File: src/rtl/adc_seq_pkg.sv
package adc_seq_pkg;

  typedef enum logic [2:0] {
    ST_WAKE,
    ST_PUCLK,
    ST_IDLE,
    ST_ACQ,
    ST_CONV,
    ST_READ,
    ST_QUIET
  } seq_state_e;

  function automatic int unsigned umax(input int unsigned a, input int unsigned b);
    return (a > b) ? a : b;
  endfunction

endpackage

File: src/rtl/adc_seq_timer.sv
module adc_seq_timer #(
  parameter int W = 8,
  parameter int unsigned RST_VAL = 0
) (
  input  logic         clk,
  input  logic         rst_n,
  input  logic         load,
  input  logic [W-1:0] load_val,
  output logic         expired
);
  logic [W-1:0] cnt_q;

  always_ff @(posedge clk or negedge rst_n) begin
    if (!rst_n)              cnt_q <= W'(RST_VAL);
    else if (load)           cnt_q <= load_val;
    else if (cnt_q != '0)    cnt_q <= cnt_q - 1'b1;
  end

  assign expired = (cnt_q == '0);
endmodule

File: src/rtl/adc_seq_clkgen.sv
module adc_seq_clkgen #(
  parameter int HALF = 8,
  parameter int CW   = 6
) (
  input  logic          clk,
  input  logic          rst_n,
  input  logic          en,
  output logic          cnv_clk,
  output logic [CW-1:0] rises,
  output logic          fall_due
);
  localparam int HW = (HALF < 2) ? 1 : $clog2(HALF);

  logic [HW-1:0] ph_q;
  logic          ph_end;

  assign ph_end   = (ph_q == HW'(HALF - 1));
  assign fall_due = cnv_clk && ph_end;

  always_ff @(posedge clk or negedge rst_n) begin
    if (!rst_n) begin
      ph_q    <= '0;
      cnv_clk <= 1'b0;
      rises   <= '0;
    end else if (!en) begin
      ph_q    <= '0;
      cnv_clk <= 1'b0;
      rises   <= '0;
    end else if (ph_end) begin
      ph_q    <= '0;
      cnv_clk <= ~cnv_clk;
      if (!cnv_clk && rises != '1) rises <= rises + 1'b1;
    end else begin
      ph_q <= ph_q + 1'b1;
    end
  end
endmodule

File: src/rtl/adc_seq_capture.sv
module adc_seq_capture #(
  parameter int IW = 14,
  parameter int OW = 16
) (
  input  logic          clk,
  input  logic          rst_n,
  input  logic          capture,
  input  logic [IW-1:0] code,
  input  logic          ready,
  output logic [OW-1:0] data,
  output logic          valid
);
  localparam int EXT = OW - IW;

  always_ff @(posedge clk or negedge rst_n) begin
    if (!rst_n) begin
      data  <= '0;
      valid <= 1'b0;
    end else if (capture) begin
      data  <= {{EXT{code[IW-1]}}, code};
      valid <= 1'b1;
    end else if (valid && ready) begin
      valid <= 1'b0;
    end
  end
endmodule

File: src/rtl/adc_seq_ctrl.sv
module adc_seq_ctrl
  import adc_seq_pkg::*;
#(
  parameter int CODE_W         = 14,
  parameter int RES_W          = 16,
  parameter int WAKE_CYC       = 125000,
  parameter int PWRUP_PULSES   = 20,
  parameter int CLK_HALF       = 8,
  parameter int ACQ_CYC        = 50,
  parameter int LAT_PULSES     = 17,
  parameter int TIMEOUT_PULSES = 32,
  parameter int RD_CYC         = 4,
  parameter int QUIET_CYC      = 8
) (
  input  logic              clk,
  input  logic              rst_n,
  input  logic              start_i,
  input  logic              continuous_i,
  input  logic              adc_eoc_n_i,
  input  logic [CODE_W-1:0] adc_data_i,
  output logic              adc_convst_o,
  output logic              adc_cnv_clk_o,
  output logic              adc_cs_n_o,
  output logic              adc_rd_n_o,
  output logic [RES_W-1:0]  res_data_o,
  output logic              res_valid_o,
  input  logic              res_ready_i,
  output logic              busy_o,
  output logic              timeout_err_o
);
  localparam int TW = $clog2(umax(umax(WAKE_CYC, ACQ_CYC), umax(RD_CYC, QUIET_CYC)) + 1);
  localparam int PW = $clog2(umax(umax(PWRUP_PULSES, TIMEOUT_PULSES), LAT_PULSES) + 1);

  seq_state_e    st_q, st_d;
  logic          tmr_load, tmr_exp;
  logic [TW-1:0] tmr_val;
  logic          clk_en, fall_due;
  logic [PW-1:0] rises;
  logic [1:0]    eoc_sync_q;
  logic          eoc_seen;
  logic          timeout_hit;
  logic          capture;

  // end-of-conversion crosses from the converter: two-stage synchroniser
  always_ff @(posedge clk or negedge rst_n) begin
    if (!rst_n) eoc_sync_q <= 2'b11;
    else        eoc_sync_q <= {eoc_sync_q[0], adc_eoc_n_i};
  end
  assign eoc_seen = !eoc_sync_q[1];

  assign clk_en = (st_q == ST_PUCLK) || (st_q == ST_CONV);

  adc_seq_clkgen #(.HALF(CLK_HALF), .CW(PW)) u_clkgen (
    .clk(clk), .rst_n(rst_n), .en(clk_en),
    .cnv_clk(adc_cnv_clk_o), .rises(rises), .fall_due(fall_due)
  );

  adc_seq_timer #(.W(TW), .RST_VAL(WAKE_CYC - 1)) u_timer (
    .clk(clk), .rst_n(rst_n), .load(tmr_load), .load_val(tmr_val), .expired(tmr_exp)
  );

  assign timeout_hit = (st_q == ST_CONV) && !(eoc_seen && rises >= PW'(LAT_PULSES))
                       && rises == PW'(TIMEOUT_PULSES) && fall_due;

  always_comb begin
    st_d = st_q;
    unique case (st_q)
      ST_WAKE:  if (tmr_exp) st_d = ST_PUCLK;
      ST_PUCLK: if (rises == PW'(PWRUP_PULSES) && fall_due) st_d = ST_IDLE;
      ST_IDLE:  if ((start_i || continuous_i) && !res_valid_o) st_d = ST_ACQ;
      ST_ACQ:   if (tmr_exp) st_d = ST_CONV;
      ST_CONV: begin
        if (eoc_seen && rises >= PW'(LAT_PULSES)) st_d = ST_READ;
        else if (timeout_hit)                     st_d = ST_ACQ;
      end
      ST_READ:  if (tmr_exp) st_d = ST_QUIET;
      ST_QUIET: if (tmr_exp) st_d = ST_IDLE;
      default:  st_d = ST_WAKE;
    endcase
  end

  assign tmr_load = (st_d != st_q);
  always_comb begin
    case (st_d)
      ST_ACQ:   tmr_val = TW'(ACQ_CYC - 1);
      ST_READ:  tmr_val = TW'(RD_CYC - 1);
      ST_QUIET: tmr_val = TW'(QUIET_CYC - 1);
      default:  tmr_val = '0;
    endcase
  end

  assign capture = (st_q == ST_READ) && tmr_exp;

  adc_seq_capture #(.IW(CODE_W), .OW(RES_W)) u_capture (
    .clk(clk), .rst_n(rst_n), .capture(capture), .code(adc_data_i),
    .ready(res_ready_i), .data(res_data_o), .valid(res_valid_o)
  );

  // pin drivers registered from the next state so they line up with st_q
  always_ff @(posedge clk or negedge rst_n) begin
    if (!rst_n) begin
      st_q          <= ST_WAKE;
      adc_convst_o  <= 1'b1;
      adc_rd_n_o    <= 1'b1;
      adc_cs_n_o    <= 1'b1;
      busy_o        <= 1'b0;
      timeout_err_o <= 1'b0;
    end else begin
      st_q         <= st_d;
      adc_convst_o <= (st_d != ST_ACQ);
      adc_rd_n_o   <= (st_d != ST_READ);
      adc_cs_n_o   <= (st_d != ST_READ);
      busy_o       <= (st_d == ST_ACQ) || (st_d == ST_CONV) || (st_d == ST_READ);
      if (timeout_hit) timeout_err_o <= 1'b1;
    end
  end
endmodule

File: config.mk
export PLATFORM = sky130hd
export DESIGN_NAME = adc_seq_ctrl
export DESIGN_NICKNAME = d
export VERILOG_FILES = /design/src/rtl/adc_seq_pkg.sv /design/src/rtl/adc_seq_timer.sv /design/src/rtl/adc_seq_clkgen.sv /design/src/rtl/adc_seq_capture.sv /design/src/rtl/adc_seq_ctrl.sv
export SDC_FILE = /design/constraint.sdc
export NUM_CORES = 1
export LEC_CHECK = 0
export ABC_CLOCK_PERIOD_IN_PS = 3100
export CORE_MARGIN = 2
export CORE_UTILIZATION = 50
export CTS_BUF_LIST = sky130_fd_sc_hd__clkbuf_8
export DETAILED_ROUTE_END_ITERATION = 12
export DONT_BUFFER_PORTS = 1
export GPL_TIMING_DRIVEN = 0
export SLEW_MARGIN = 20
export SYNTH_ARGS = -nofsm -noshare
export SYNTH_HDL_FRONTEND = slang
export SYNTH_SLANG_ARGS = --single-unit
File: constraint.sdc
create_clock -name clk -period 3.1 [get_ports clk]
set_input_delay 0.62 -clock clk [delete_from_list [all_inputs] [get_ports clk]]
set_output_delay 0.62 -clock clk [all_outputs]
set_load 0.05 [all_outputs]
# == Word-level counts from Yosys, hierarchy flattened ==
# Index checks and enable logic that the tools add are counted.
# op_classes
magnitude_cmp,1
n_eq_ne,19
bitwise_logic,1
n_addsub,3
muxes,21
n_reduce_logical,24
# op_table
cell,n
$mux 17,2
$mux 3,10
$eq 3x3->1 const B,7
$pmux 3 s7,1
$mux 6,3
$pmux 6 s3,1
$logic_not 17->1,1
$reduce_bool 17->1,1
$sub 17x1->17 const B,1
$logic_and 1x1->1,10
$eq 3x2->1 const B,3
$add 6x1->6 const B,1
$eq 6x5->1 const B,1
$eq 6x6->1 const B,1
$ge 6x5->1 const B,1
$ne 6x6->1 const B,1
$logic_not 1->1,4
$logic_or 1x1->1,4
$mux 1,4
$ne 2x2->1 const B,2
$reduce_bool 2->1,2
$add 3x1->3 const B,1
$eq 3x1->1 const B,1
$logic_not 3->1,1
other kinds (5),5
# totals
in_bits,20
output_inout_bits,23
ff_bits,51

# == Longest topological paths before layout ==
# Gate-level depths: netlist (run 1).
# depth
ltp_word,12
ltp_mapped,8

# == Modules after synthesis ==
# A second synthesis (run 1) with hierarchy kept.
# hier_totals
hier_cells,254
area_unflattened_um2,2802.7
# modules_own_cells
module,cells_each,seq_area_each_um2,area_per_inst_um2,n_inst
adc_seq_timer,109,436.7,1044.8,1
adc_seq_capture,35,375.4,625.6,1
adc_seq_ctrl,59,230.2,594.3,1
adc_seq_clkgen,51,250.2,538.0,1

# == Least setup slack after synthesis (run 1) ==
# No wires, ideal clock.
# synth_timing
path_type,reg-to-reg
startpoint,register u_timer.cnt_q[0]
endpoint,register u_capture.data[10]
setup_time_ns,0.127
path_slack_ns,0.806
t_required_ns,2.973
arrival_ns,2.167
path_stages_with_launch,9
cell_sequence,dfstp_2 inv_1 ha_1 nor3b_1 and4_1 nand2_2 nor3_4 buf_6 mux2_1
# synth_between
elab_chain_len,2
# synth_lines
item,line,source
"start, declared",adc_seq_timer.sv:11,logic [W-1:0] cnt_q;
"start signal, assigned",adc_seq_timer.sv:14,if (!rst_n) cnt_q <= W'(RST_VAL);
"start signal, assigned",adc_seq_timer.sv:15,else if (load) cnt_q <= load_val;
"start signal, assigned",adc_seq_timer.sv:16,else if (cnt_q != '0) cnt_q <= cnt_q - 1'b1;
$logic_not 17->1,adc_seq_timer.sv:19,assign expired = (cnt_q == '0);
$logic_and 1x1->1,adc_seq_ctrl.sv:92,assign capture = (st_q == ST_READ) && tmr_exp;
"end signal, assigned",adc_seq_capture.sv:20,"data <= {{EXT{code[IW-1]}}, code};"
"end, declared",adc_seq_capture.sv:10,"output logic [OW-1:0] data,"
# Every way passes these cells.
# A chain may end at the register's enable or synchronous reset.

# == Worst setup path after layout (run 1) ==
# layout_timing
startpoint,register u_timer.cnt_q[0]
endpoint,register u_capture.data[12]
# Same word-level chain as after synthesis.

==> results of run 1 <==
==> power by group through the flow <==
stage,combinational (W),clock [W],sequential [W]
floorplan,0.00000144,0,0.000681
global placement,0.00000161,0,0.000681
detailed placement,0.00000158,0,0.000681
CTS,0.0000148,0.000558,0.000669
global route,0.0000167,0.000591,0.000669
finish,0.0000138,0.000541,0.000668
==> through the flow <==
stage	worst slack, ps	area [µm²]	utilization [%]
floorplan	805.7	2590	-
global placement	518.5	2678	53.10
detailed placement	444.4	2678	53.10
CTS	435.9	2834	56.20
global route	195.3	2834	56.20
finish	452.0	2834	56.20
==> registers in the layout, indices dropped and copies added, names as in the netlist <==
name,count
u_timer.cnt_q,17
u_capture.data,14
u_clkgen.rises,6
st_q,3
u_clkgen.ph_q,3
eoc_sync_q,2
adc_convst_o,1
adc_rd_n_o,1
busy_o,1
timeout_err_o,1
u_capture.valid,1
u_clkgen.cnv_clk,1
==> what timing repair did <==
action,4_1_cts,5_1_grt
hold endpoints to repair,38,0
hold buffers,1,0
setup endpoints to repair,0,0
==> cell families after synthesis <==
| family | share of synthesized area (%) |
|---|---|
| buffers and inverters | 3.527 |
| AND/OR/NAND/NOR | 20.34 |
| AO/OA/AOI/OAI | 10.24 |
| multiplexers | 6.522 |
| XOR/XNOR | 6.087 |
| flip-flops | 49.90 |
| adder cells (fa/ha/maj) | 3.381 |
==> Yosys cell counts, types with 2 or more instances <==
cell	instances
a31oi_1	4
nand3_1	3
a21o_1	2
o31a_1	2
and3_1	2
xnor2_1	10
nor3_2	2
buf_4	4
nand4_1	4
xor2_1	8
buf_1	2
o21ai_1	2
nor3b_1	3
or3_1	4
nor2_2	2
dfstp_2	13
nand2b_1	4
nand2_1	15
o31ai_1	3
mux2_1	14
nor3_1	3
o21ai_0	4
nor4_1	4
nor2_1	27
dfrtp_1	38
ha_1	7
inv_1	7
a21oi_1	7
clkbuf_1	3
==> area by class of cell <==
cell class | count | area [µm²]
Sequential cell | 51 | 1292
Buffer | 11 | 65.06
Tap cell | 70 | 87.58
Clock inverter | 3 | 67.56
Fill cell | 441 | 2208
Timing Repair Buffer | 1 | 20.02
Inverter | 7 | 26.28
Multi-Input combinational cell | 167 | 1206
Clock buffer | 5 | 68.82
==> worst max-delay path, stage by stage (launching register included) <==
cell	delay [ps]
dfstp_2	400
inv_1	50
ha_1	200
nor3b_1	430
and4_1	390
nand2_2	140
nor3_4	360
buf_6	220
mux2_1	330
==> layer usage <==
metal  vias up  wire length, µm  GRT usage [%]
li1        855                -              -
met1       820             2403          25.10
met2        26             2178          25.98
met3         2              145          3.673
met4         0               28          5.455
met5         -                0              0
==> worst paths after layout <==
kind	slack, ps	startpoint	cells after the start	to
setup reg to reg	450	u_timer.cnt_q[0]$_DFFE_PN1P_	8	u_capture.data[12]$_DFFE_PN0P_
max in group asynchronous	2760	rst_n	1	st_q[0]$_DFF_PN0_
hold reg to reg	360	eoc_sync_q[0]$_DFF_PN1_	0	eoc_sync_q[1]$_DFF_PN1_
setup / recovery	450	u_timer.cnt_q[0]$_DFFE_PN1P_	8	u_capture.data[12]$_DFFE_PN0P_
hold / removal	150	rst_n	0	u_timer.cnt_q[2]$_DFFE_PN1P_
min in group clk	310	adc_eoc_n_i	0	eoc_sync_q[0]$_DFF_PN1_
==> summary.md, run 1 <==
| Metric | Value |
|---|---|
| Status | completed |
| Sw frac | 18.79% |
| Fin. Hold Viols | 0 |
| Syn. warnings | 0 |
| Clk_skew | 2.416 ps |
| Sequential share of the synthesized area | 49.90% |
| I/O pins | 43 |
| Gr ovfl total | 0 |
| Count of cell types in the netlist | 62 |
| Via count | 1,703 |
| Synth area leader | dfrtp_1 |
| Clk Latency, worst-skew pair | 300 ps |
| Tcrit/Tclk final | 85.42% |
| Post-CTS Resized | 0 |
| Internal power | 0.0009934 W |
| Sequential share of power | 54.6% |
| H-tree Lvls | 2 |
| Diode count | 0 |
| Post-Syn Area | 2590 µm² |
| Tightest Hold Check Type | input pin to async pin |
| Final Setup Violations | 0 |
| Root Driver | clkbuf_8 |
| Unrepaired setup endpoints after global routing | no |
| Worst-path fanout max | 10 |
| Synth-to-Final Area Change | 9.420% |
| Max-cap violations | 0 |
| Clock buffer depth | 2 |
| Initial drt markers | 43 |
| Nets | 271 |
| Clock Sinks | 51 |
| Syn_area_per_cell | 10.97 µm² |
| Max Fclk | 377.6 MHz |
| Core ar. | 5042 µm² |
| Worst setup EP type | flip-flop |
| Combinational Power Share | 1.1% |
| TNS Setup | 0 ps |
| Antenna violations before repair | 0 |
| Synth top area cells | dfrtp_1 (37%), dfstp_2 (13%), mux2_1 (6.1%), nor2_1 (3.9%), ha_1 (3.4%) |
| Prevailing post-synth register cell | dfrtp_1 |
| Worst Hold Slack | 152.5 ps |
| # DRC | 0 |
| Max rail drop VDD | 0.0002524 V |
| CTS tree | done |
| Vias per std cell | 5.406 |
| Die extent in y | 75.97 µm |
| Total routed wirelength | 4756 µm |
| Total Routing Usage GR | 17.24% |
| DRT Pass-1 Iters | 4 |
| Power Total | 0.001223 W |
| Placed instance count | 306 |
| CP required | 3290 ps |
| Net Count, Synth | 263 |
| Min Tclk post-route | 2648 ps |
| Row cnt | 26 |
| Worst slew margin | 61.94% |
| Most frequent cells in the layout | dfrtp_1 (38), nor2_1 (27), nand2_1 (15) |
| Vias in the first global route | 1,624 |
| Die width | 75.97 µm |
| Flops & latches, synth | 51 |
| Psw | 0.0002298 W |
| Post-Syn Instances | 236 |
| Starting Density | 51.36% |
| GPL Wtd Cong | 0.7767 |
| Layout cell share with drive strength beyond 1 | 17.96% |
| Type of origin of the critical path | flip-flop |
| Slew @ Worst Pin | 563.5 ps |
| Final Max Tran Viols | 0 |
| Antenna Nets Post-Route | 0 |
| Pwr/cell area | 431.6 nW/µm² |
| Post-synth ARST share | 100.0% |
| First-pass GRT wire length | 8004 µm |
| Final Non-Filler Cells | 315 |
| Number of synthesized flops with an enable pin | 0 |
| Post-CTS setup buffers | 0 |
| Routed len/inst | 15.10 µm |
| IO buf count | 0 |
| DIE AREA | 5771 µm² |
| Leading cell type in the layout, fill and taps excluded | dfrtp_1 |
| Crit path kind | flip-flop to flip-flop |
| DPL Wire Length | 3256 µm |
| Clock-pin slew on the worst setup and hold paths | 90 ps |
| Crit path DAT | 2830 ps |
| Largest net degree at the start of global routing | 39 |
| Num CTS Buffers | 5 |
| Clk pwr share | 44.2% |
| Pleak | 1.322 nW |
| Synth top area share | 36.71% |
Note: power is estimated with default switching activity, not from simulation.
==> inputs of run 2 (changes only) <==
Settings changed: CORE_UTILIZATION 50 to 30.
==> run 2 against run 1 <==
Effect of this change: first-iteration DRC count grew 35%; die area grew 63%; sequential power is essentially flat; clock skew grew 8.3 ps; combinational power is essentially flat; final cell count grew 11%; routed wire length grew 4.0%; clock power shrank 30%; cell area shrank 0.31%; critical path type unchanged.
==> summary.md, run 2 (same netlist as run 1, synthesis figures left out) <==
| Metric | Value |
|---|---|
| Status | completed |
| DIE AREA | 9393 µm² (+63%) |
| CTS tree | done |
| Slew @ Worst Pin | 558.8 ps (-4.728 ps) |
| # DRC | 0 (unchanged) |
| Most flops, register | u_timer.cnt_q |
| Leading cell type in the layout, fill and taps excluded | dfrtp_1 |
| Max rail drop VDD | 0.0001486 V (-41%) |
| Tcrit/Tclk final | 86.97% (+1.6 points) |
| H-tree Lvls | 2 (unchanged) |
| Diode count | 0 (unchanged) |
| Vias in the first global route | 1,713 (+5.5%) |
| Root Driver | clkbuf_8 |
| Initial drt markers | 58 (+35%) |
| Clock buffer depth | 2 (unchanged) |
| DRT Pass-1 Iters | 4 (unchanged) |
| CP delay by family, top | simple AND/OR/NAND/NOR gates |
| Post-CTS setup buffers | 0 (unchanged) |
| Max-cap violations | 0 (unchanged) |
| Fin. Hold Viols | 0 (unchanged) |
| Crit path DAT | 2890 ps (+60 ps) |
| Type of origin of the critical path | flip-flop |
| Clk Latency, worst-skew pair | 310 ps (about the same) |
| Antenna violations before repair | 0 (unchanged) |
| Top Registers | u_timer.cnt_q x17, u_capture.data x14, u_clkgen.rises x6 |
| Worst slew margin | 62.75% (+0.81 points) |
| Die extent in y | 96.92 µm (+28%) |
| TNS Setup | 0 ps (unchanged) |
| Fin util | 34.04% (-22 points) |
| Buf+Inv Stages, Crit Path | 2 (unchanged) |
| Most frequent cells in the layout | dfrtp_1 (38), nor2_1 (27), nand2_1 (15) |
| DP Worst Slack | 394.9 ps (-49.44 ps) |
| Layout cell share with drive strength beyond 1 | 17.14% (-0.82 points) |
| CP peak stage delay | 460 ps (+30 ps) |
| Unrepaired setup endpoints after global routing | no |
| Clock-pin slew on the worst setup and hold paths | 100 ps (about the same) |
| Final Max Tran Viols | 0 (unchanged) |
| Worst setup EP type | flip-flop |
| IO buf count | 0 (unchanged) |
| Fin area | 2825 µm² (-0.31%) |
| GPL Wtd Cong | 0.8084 (+4.1%) |
| Total Routing Usage GR | 11.04% (-6.2 points) |
| First-pass GRT wire length | 8390 µm (+4.8%) |
| Num CTS Buffers | 5 (unchanged) |
| Routed len/inst | 14.13 µm (-6.4%) |
| Final Setup Violations | 0 (unchanged) |
| Tightest Hold Check Type | input pin to async pin |
| Crit path depth | 8 (unchanged) |
| Min Tclk post-route | 2696 ps (+48.19 ps) |
| Synth-to-Final Area Change | 9.082% |
| Clk_skew | 10.69 ps (+8.271 ps) |
| Pleak | 1.304 nW (-1.3%) |
| Clock Sinks | 51 (unchanged) |
| Via count | 1,743 (+2.3%) |
| DPL Wire Length | 3473 µm (+6.7%) |
| CP required | 3300 ps (about the same) |
| CP max-delay cell | nor3b_1 |
| Die width | 96.92 µm (+28%) |
| Vias per std cell | 4.980 (-7.9%) |
| Antenna Nets Post-Route | 0 (unchanged) |
| Nets | 271 (unchanged) |
| Row cnt | 33 (+27%) |
| Crit path kind | flip-flop to flip-flop |
| Final worst setup slack | 403.8 ps (-48.19 ps) |
| I/O pins | 43 (unchanged) |
| Pwr/cell area | 375.6 nW/µm² (-13%) |
| CP cell instances | inv_1 -> ha_1 -> nor3b_1 -> and4_1 -> nand2_2 -> nor3_4 -> buf_6 -> mux2_1 |
| Worst-path fanout max | 10 (unchanged) |
| Largest net degree at the start of global routing | 39 (unchanged) |
| Max FFs per register | 17 (unchanged) |
| Gr ovfl total | 0 (unchanged) |
| Placed cell area | 2721 µm² (+1.6%) |
| Total routed wirelength | 4947 µm (+4.0%) |
| Core ar. | 8299 µm² (+65%) |
| Worst Hold Slack | 140.0 ps (-12.51 ps) |
| Starting Density | 31.21% (-20 points) |
| FF-to-FF path depth | 8 (unchanged) |
| Max Fclk | 370.9 MHz (-1.8%) |
==> run 2: cell count changes in the layout (fill, tap and decap cells not counted), sizes merged <==
| cell | previous run | this run |
|---|---|---|
| bufinv | 2 | 0 |
| inv | 7 | 9 |
==> run 2: routing by layer <==
metal  part of all wire [%]  GRT usage [%]
met3                    5.4          3.035
met4                    1.5          3.900
met1                     49          14.67
met5                      0              0
met2                     44          17.31
==> run 2: what timing repair did <==
action / in CTS / in global routing
resized for setup: 0 / 0
hold buffers: 1 / 0
hold endpoints to repair: 38 / 0
==> run 2: worst reg2reg max path: stages (launching register included) <==
cell	delay [ps]
dfstp_2	400
inv_1	50
ha_1	190
nor3b_1	460
and4_1	400
nand2_2	150
nor3_4	370
buf_6	220
mux2_1	340
==> run 2: worst paths after layout <==
| path | startpoint | end | slack (ps) |
|---|---|---|---|
| min in group clk | adc_eoc_n_i | eoc_sync_q[0]$_DFF_PN1_ | 290 |
| hold reg to reg | eoc_sync_q[0]$_DFF_PN1_ | eoc_sync_q[1]$_DFF_PN1_ | 360 |
| hold / removal | rst_n | eoc_sync_q[1]$_DFF_PN1_ | 140 |
| setup / recovery | u_timer.cnt_q[1]$_DFFE_PN1P_ | u_capture.data[7]$_DFFE_PN0P_ | 400 |
| max in group asynchronous | rst_n | u_capture.data[3]$_DFFE_PN0P_ | 2770 |
| setup reg to reg | u_timer.cnt_q[1]$_DFFE_PN1P_ | u_capture.data[7]$_DFFE_PN0P_ | 400 |
==> run 2: layout make-up <==
class                           instances  area [µm²]
Timing Repair Buffer                    1       20.02
Clock buffer                            5       68.82
Fill cell                             848        5474
Buffer                                 11       65.06
Sequential cell                        51        1292
Clock inverter                          3       15.01
Inverter                                7       26.28
Multi-Input combinational cell        167        1206
Tap cell                              105       131.4
==> run 2: where the power goes <==
part | switching, W | total, W | internal (W) | leakage (nW)
clock | 0.000225 | 0.000379 | 0.000154 | 0.0467
sequential | 0.000000590 | 0.000669 | 0.000668 | 0.646
combinational | 0.00000999 | 0.0000137 | 0.00000374 | 0.611
==> run 2: stage by stage <==
stage	instances	total power, W
after detailed placement	341	0.0006827
after CTS	350	0.001069
after floorplan	236	0.0006823
after global routing	350	0.001097
final	350	0.001061
after global placement	341	0.0006826
